===== src/rtl/ole_pkg.sv =====
package ole_pkg;

    typedef enum logic [1:0] {
        ST_OFF  = 2'd0,
        ST_IDLE = 2'd1,
        ST_EVAL = 2'd2
    } ole_state_e;

endpackage


===== src/rtl/ole_timebase.sv =====
module ole_timebase #(
    parameter int TS_W = 64,
    parameter int STEP = 20
) (
    input  logic            clk,
    input  logic            rst_n,
    output logic [TS_W-1:0] ts_o
);
    localparam logic [TS_W-1:0] INC = TS_W'(STEP);

    logic [TS_W-1:0] ts_d, ts_q;

    always_comb begin
        ts_d = ts_q + INC;
    end

    always_ff @(posedge clk) begin
        if (!rst_n) ts_q <= '0;
        else        ts_q <= ts_d;
    end

    assign ts_o = ts_q;
endmodule


===== src/rtl/ole_pend_arb.sv =====
module ole_pend_arb #(
    parameter int NCH   = 2,
    parameter int IDX_W = (NCH > 1) ? $clog2(NCH) : 1
) (
    input  logic             clk,
    input  logic             rst_n,
    input  logic             en_i,
    input  logic [NCH-1:0]   ovf_i,
    input  logic             take_i,
    output logic             pend_any_o,
    output logic [NCH-1:0]   grant_o,
    output logic [IDX_W-1:0] idx_o
);
    logic [NCH-1:0] pend_d, pend_q;
    logic [NCH-1:0] grant;
    logic [IDX_W-1:0] idx;

    // lowest index wins: scan from the top so the last hit is the lowest
    always_comb begin
        grant = '0;
        idx   = '0;
        for (int i = NCH - 1; i >= 0; i--) begin
            if (pend_q[i]) begin
                grant    = '0;
                grant[i] = 1'b1;
                idx      = IDX_W'(i);
            end
        end
    end

    always_comb begin
        if (!en_i) pend_d = '0;
        else       pend_d = (pend_q & ~(take_i ? grant : '0)) | ovf_i;
    end

    always_ff @(posedge clk) begin
        if (!rst_n) pend_q <= '0;
        else        pend_q <= pend_d;
    end

    assign pend_any_o = |pend_q;
    assign grant_o    = grant;
    assign idx_o      = idx;
endmodule


===== src/rtl/ole_stamp_bank.sv =====
module ole_stamp_bank #(
    parameter int NCH   = 2,
    parameter int TS_W  = 64,
    parameter int IDX_W = (NCH > 1) ? $clog2(NCH) : 1
) (
    input  logic             clk,
    input  logic             rst_n,
    input  logic [TS_W-1:0]  now_i,
    input  logic             load_all_i,
    input  logic             load_one_i,
    input  logic [IDX_W-1:0] sel_i,
    output logic [TS_W-1:0]  diff_o
);
    logic [TS_W-1:0] last_w [NCH];

    for (genvar g = 0; g < NCH; g++) begin : g_chan
        logic [TS_W-1:0] stamp_d, stamp_q;

        always_comb begin
            stamp_d = stamp_q;
            if (load_all_i || (load_one_i && (sel_i == IDX_W'(g))))
                stamp_d = now_i;
        end

        always_ff @(posedge clk) begin
            if (!rst_n) stamp_q <= '0;
            else        stamp_q <= stamp_d;
        end

        assign last_w[g] = stamp_q;
    end

    logic [TS_W-1:0] sel_last;

    always_comb begin
        sel_last = '0;
        for (int i = 0; i < NCH; i++) begin
            if (sel_i == IDX_W'(i)) sel_last = last_w[i];
        end
    end

    // modulo difference keeps intervals right across a wrap
    assign diff_o = now_i - sel_last;
endmodule


===== src/rtl/ole_load_estimator.sv =====
module ole_load_estimator #(
    parameter int              NCH       = 2,
    parameter int              TS_W      = 64,
    parameter int              STEP      = 20,
    parameter longint unsigned LIMIT     = 64'd900000000,
    parameter int              VAL_W     = 8,
    parameter int              BUSY_HI   = 70,
    parameter int              BUSY_LO   = 35,
    parameter int              BUSY_INIT = 99,
    parameter int              TOTAL     = 100,
    parameter int              CNT_W     = 32,
    parameter longint unsigned PRELOAD   = 64'hFF000000
) (
    input  logic             clk,
    input  logic             rst_n,
    input  logic             enable_i,
    input  logic [NCH-1:0]   ovf_i,
    output logic [VAL_W-1:0] busy_o,
    output logic [VAL_W-1:0] total_o,
    output logic             est_valid_o,
    output logic             restart_o,
    output logic             run_o,
    output logic [CNT_W-1:0] preload_o
);
    import ole_pkg::*;

    localparam int               IDX_W    = (NCH > 1) ? $clog2(NCH) : 1;
    localparam logic [TS_W-1:0]  LIMIT_TS = TS_W'(LIMIT);
    localparam logic [VAL_W-1:0] HI_V     = VAL_W'(BUSY_HI);
    localparam logic [VAL_W-1:0] LO_V     = VAL_W'(BUSY_LO);
    localparam logic [VAL_W-1:0] INIT_V   = VAL_W'(BUSY_INIT);
    localparam logic [VAL_W-1:0] TOT_V    = VAL_W'(TOTAL);

    typedef struct packed {
        ole_state_e       st;
        logic [TS_W-1:0]  diff;
        logic [VAL_W-1:0] busy;
        logic [VAL_W-1:0] total;
        logic             valid;
        logic             restart;
        logic             run;
    } est_reg_t;

    est_reg_t r_d, r_q;

    logic [TS_W-1:0]  now_w;
    logic [TS_W-1:0]  diff_w;
    logic             pend_any_w;
    logic [NCH-1:0]   grant_w;
    logic [IDX_W-1:0] idx_w;
    logic             take_w, load_all_w, load_one_w;

    ole_timebase #(.TS_W(TS_W), .STEP(STEP)) u_time (
        .clk  (clk),
        .rst_n(rst_n),
        .ts_o (now_w)
    );

    ole_pend_arb #(.NCH(NCH), .IDX_W(IDX_W)) u_arb (
        .clk       (clk),
        .rst_n     (rst_n),
        .en_i      (enable_i),
        .ovf_i     (ovf_i),
        .take_i    (take_w),
        .pend_any_o(pend_any_w),
        .grant_o   (grant_w),
        .idx_o     (idx_w)
    );

    ole_stamp_bank #(.NCH(NCH), .TS_W(TS_W), .IDX_W(IDX_W)) u_stamps (
        .clk       (clk),
        .rst_n     (rst_n),
        .now_i     (now_w),
        .load_all_i(load_all_w),
        .load_one_i(load_one_w),
        .sel_i     (idx_w),
        .diff_o    (diff_w)
    );

    always_comb begin
        r_d         = r_q;
        r_d.valid   = 1'b0;
        r_d.restart = 1'b0;
        take_w      = 1'b0;
        load_all_w  = 1'b0;
        load_one_w  = 1'b0;
        if (!enable_i) begin
            r_d.st  = ST_OFF;
            r_d.run = 1'b0;
        end else begin
            unique case (r_q.st)
                ST_OFF: begin
                    r_d.st      = ST_IDLE;
                    r_d.busy    = INIT_V;
                    r_d.total   = TOT_V;
                    r_d.valid   = 1'b1;
                    r_d.restart = 1'b1;
                    r_d.run     = 1'b1;
                    load_all_w  = 1'b1;
                end
                ST_IDLE: begin
                    if (pend_any_w) begin
                        take_w     = 1'b1;
                        load_one_w = 1'b1;
                        r_d.diff   = diff_w;
                        r_d.run    = 1'b0;
                        r_d.st     = ST_EVAL;
                    end
                end
                ST_EVAL: begin
                    r_d.busy    = (r_q.diff < LIMIT_TS) ? HI_V : LO_V;
                    r_d.total   = TOT_V;
                    r_d.valid   = 1'b1;
                    r_d.restart = 1'b1;
                    r_d.run     = 1'b1;
                    r_d.st      = ST_IDLE;
                end
                default: r_d.st = ST_OFF;
            endcase
        end
    end

    always_ff @(posedge clk) begin
        if (!rst_n) begin
            r_q.st      <= ST_OFF;
            r_q.diff    <= '0;
            r_q.busy    <= '0;
            r_q.total   <= '0;
            r_q.valid   <= 1'b0;
            r_q.restart <= 1'b0;
            r_q.run     <= 1'b0;
        end else begin
            r_q <= r_d;
        end
    end

    assign busy_o      = r_q.busy;
    assign total_o     = r_q.total;
    assign est_valid_o = r_q.valid;
    assign restart_o   = r_q.restart;
    assign run_o       = r_q.run;
    assign preload_o   = CNT_W'(PRELOAD);
endmodule


===== config.mk =====
export PLATFORM = sky130hd
export DESIGN_NAME = ole_load_estimator
export DESIGN_NICKNAME = d
export VERILOG_FILES = /design/src/rtl/ole_pkg.sv /design/src/rtl/ole_timebase.sv /design/src/rtl/ole_pend_arb.sv /design/src/rtl/ole_stamp_bank.sv /design/src/rtl/ole_load_estimator.sv
export SDC_FILE = /design/constraint.sdc
export NUM_CORES = 1
export LEC_CHECK = 0
export ABC_AREA = 1
export ABC_CLOCK_PERIOD_IN_PS = 3000
export BUFFER_PORTS_ARGS = -buffer_cell sky130_fd_sc_hd__buf_4
export CAP_MARGIN = 10
export CORE_MARGIN = 1.5
export CORE_UTILIZATION = 35
export DETAILED_ROUTE_END_ITERATION = 12
export PLACE_DENSITY = 0.61
export SLEW_MARGIN = 15
export SYNTH_ARGS = -nofsm -noshare
export SYNTH_HDL_FRONTEND = slang
export SYNTH_SLANG_ARGS = --single-unit
export TNS_END_PERCENT = 50

===== constraint.sdc =====
create_clock -name clk -period 3 [get_ports clk]
set_input_delay 0.3 -clock clk [delete_from_list [all_inputs] [get_ports clk]]
set_output_delay 0.3 -clock clk [all_outputs]
set_load 0.03 [all_outputs]

==> flow_summary.json <==
{
  "clk_latency_ns": 0.56,
  "maxSlewViolCount": 0,
  "crit_path_end_kind": "flop",
  "rsz0062_at_grt": "yes",
  "ir_worst_vdd_mv": 0.3899,
  "grt_pass1_vias": 14960,
  "crit_family": "compound AO/OA/AOI/OAI gates",
  "cts_buffers": 29,
  "die_area_mm2": 0.04655,
  "root_buffer": "clkbuf_16",
  "yosysWarnings": 0,
  "cpPeakStageDelay_ns": 0.37,
  "syn_area_mm2": 0.01584,
  "cp_max_fo": 9,
  "ys_ff_latch": 252,
  "nNetsFinal": 2550,
  "finalSetupTns_ns": 0,
  "yosysTopAreaCellShare_pct": 31.85,
  "synth.most_common_cell": "nand2_1",
  "fin_crit_sh_pct": 96.71,
  "wl_mm": 53.39,
  "cp_num_buf_inv": 3,
  "max-slew-margin-rel_pct": 46.24,
  "clock.fmax_mhz": 344.7,
  "clockBufferDepth": 3,
  "ant_nets": 0,
  "dpl_cell_area_mm2": 0.01709,
  "seq_area_frac_synth_pct": 31.85,
  "synthTopCellsByArea": "dfxtp_1 (32%), nand2_1 (9.2%), nor2_1 (8.9%)",
  "power_density_mw_per_mm2": 487.8,
  "hold_path_depth": 3,
  "fin_cells": 3091,
  "vias": 15835,
  "hold_violations": 0,
  "drc": 0,
  "fp.dieH_um": 215.7,
  "crit_start": "u_arb.pend_q[0]$_SDFF_PN0_",
  "clock_sinks": 252,
  "path_clk_slew_ns": 0.06,
  "drtIter0Drc": 1295,
  "synth_flop_cell": "dfxtp_1",
  "path_depth": 16,
  "leakagePower_nw": 8.798,
  "tightest_slew_ns": 0.8065,
  "start_util_pct": 35.67,
  "antenna_found_initial": 0,
  "final.setup_skew_ns": 0.01542,
  "r2r_slack_ns": 0.1,
  "cp.arrival_ns": 3.35,
  "synth_edf_count": 0,
  "power_mw": 9.065,
  "cts_tree": "done",
  "areaGrowthSynthToFinish_pct": 17.31,
  "fin_area_mm2": 0.01858,
  "place_inst": 3034,
  "multi_input_area_mm2": 0.009530,
  "ys_types": 50,
  "grt_first_pass_wirelength_mm": 82.20,
  "diodes": 0,
  "core_mm2": 0.04441,
  "gp_congestion": 0.9633,
  "setup_viol": 0,
  "drv_cap": 0,
  "min_delay_worst_endpoint": "u_arb.pend_q[0]$_SDFF_PN0_",
  "synth_area_per_cell_um2": 6.595,
  "drtPass1Iterations": 8,
  "reg2reg_to": "r_q[66]$_SDFFE_PN0P_",
  "fp.dieW_um": 215.7,
  "syn_inst": 2402,
  "placementRows": 77,
  "fillers": 4677,
  "async_flop_share_pct": 0,
  "wl_per_cell_um": 17.27,
  "track_usage_pct": 22.30,
  "path_cells": "inv_2 -> nand2_8 -> buf_12 -> mux2i_2 -> ha_2 -> a21oi_1 -> o21a_1 -> o21ai_0 -> a21oi_1 -> nand2_2 -> nand2_1 -> nand3_1 -> nand2_1 -> nand3_1 -> nand2_1 -> inv_1",
  "outcome": "finished, final reports clean",
  "drive_gt1_share_pct": 14.09,
  "hp-class": "in -> reg",
  "yosys.area.top_type": "dfxtp_1",
  "grt_start_max_net_pins": 81,
  "io_buffers": 15,
  "slowest_stage": "ha_2",
  "hp-start": "ovf_i[0]",
  "synth_common_cells": "nand2_1 (387), nor2_1 (375), inv_1 (305)",
  "period_minus_slack_ns": 2.901,
  "cpMostUsedCell": "nand2_1",
  "grt_overflow_total": 0,
  "ff_latch_area_mm2": 0.005046,
  "io_pins": 56,
  "worstPathRequired_ns": 3.45,
  "start_kind": "flop",
  "crit_type": "reg -> reg",
  "reg2reg_from": "u_arb.pend_q[0]$_SDFF_PN0_",
  "r2r_cells": 16,
  "dp_hpwl_mm": 41.76,
  "viasPerCell": 5.123,
  "cts_max_level": 1
}
-- how the worst max path moves through the flow --
stage                                 to
floorplan           r_q[79]$_SDFFE_PN0P_
global placement    r_q[79]$_SDFFE_PN0P_
detailed placement  r_q[79]$_SDFFE_PN0P_
CTS                 r_q[74]$_SDFFE_PN0P_
global route        r_q[74]$_SDFFE_PN0P_
finish              r_q[66]$_SDFFE_PN0P_
-- report_power, final --
group          internal [mW]  leakage [nW]  switching (mW)
Combinational          0.607          6.29            1.30
Sequential              3.50          2.06          0.0908
Clock                   2.17         0.450            1.40
Total                   6.28          8.80            2.79
-- metrics by stage --
| step | util (%) | setup WS [ns] | hold WS [ns] |
|---|---|---|---|
| after floorplan | - | 0.2440 | 0.4174 |
| after global placement | 38.47 | -0.1651 | 0.4521 |
| after CTS | 40.64 | 0.01063 | 0.009830 |
| after global routing | 41.84 | -0.05775 | 0.03929 |
| final | 41.84 | 0.09856 | 0.01430 |
| after detailed placement | 38.47 | -0.1562 | 0.4623 |
-- repair_timing --
item                                    CTS  global route
buffers inserted                          0             9
pin swaps                                 0            11
hold buffers                              1             0
hold endpoints to repair                  1             0
gates cloned                              0             1
gates resized for setup                  11           136
endpoints found under the setup margin   16            43
-- layout by cell type (no fill, tap or decap), drive strengths merged --
cell type and n:
xor2 29, clkbuf 42, nor3 65, nand2 398
bufinv 4, nor4 24, and3 2, conb 40
or2 4, o31ai 2, clkinv 3, nand3 107
a31o 1, dlygate4sd3 1, xnor2 2, a211oi 4
nand3b 1, inv 321, mux2i 61, a21boi 7
dfxtp 252, buf 131, ha 61, nand4 35
o21a 8, o21bai 17, nor3b 8, nor2 388
a21oi 236, o21ai 224, a21o 10, o221ai 2
a31oi 7, o211ai 2
-- final cells by class --
class                   count  share of cell area [%]
multi-input cells        1745                   51.28
flip-flops and latches    252                   27.15
inverters                 323                   6.537
repair buffers            133                   6.059
clock buffers              41                   4.309
well taps                 592                   3.986
clock inverters             5                  0.6733
-- worst min-delay path, cell delays in order --
cell and delay, ns:
buf_4 0.08, a21oi_1 0.03, nor2_1 0.11
-- metal layers --
metal  global-route usage [%]  wire [um]  share of wire (%)  up-vias
met5                        0          0                  0        -
met4                    8.625       1877                3.5        0
met3                    2.114       2934                5.5       95
met2                    35.39      23570                 44      484
met1                    31.13      25010                 47     7293
li1                         -          -                  -     7963
-- registers in the layout (all words and copies together), names as in the netlist --
register                 count
r_q                         58
u_stamps.g_chan.stamp_q    124
busy_o                       4
run_o                        1
u_arb.pend_q                 2
est_valid_o                  1
u_time.ts_o                 62
-- cell families (layout without fill, tap and decap cells) --
| family | Yosys count | after routing | share of synthesized area, % |
|---|---|---|---|
| adder cells (fa/ha/maj) | 61 | 61 | 4.818 |
| other | 2 | 40 | 0.04741 |
| multiplexers | 61 | 61 | 3.854 |
| flip-flops | 252 | 252 | 31.85 |
| XOR/XNOR | 31 | 31 | 1.714 |
| AND/OR/NAND/NOR | 1032 | 1032 | 28.39 |
| buffers and inverters | 443 | 502 | 11.92 |
| AO/OA/AOI/OAI | 520 | 520 | 17.42 |
(Power assumes the default switching activity.)
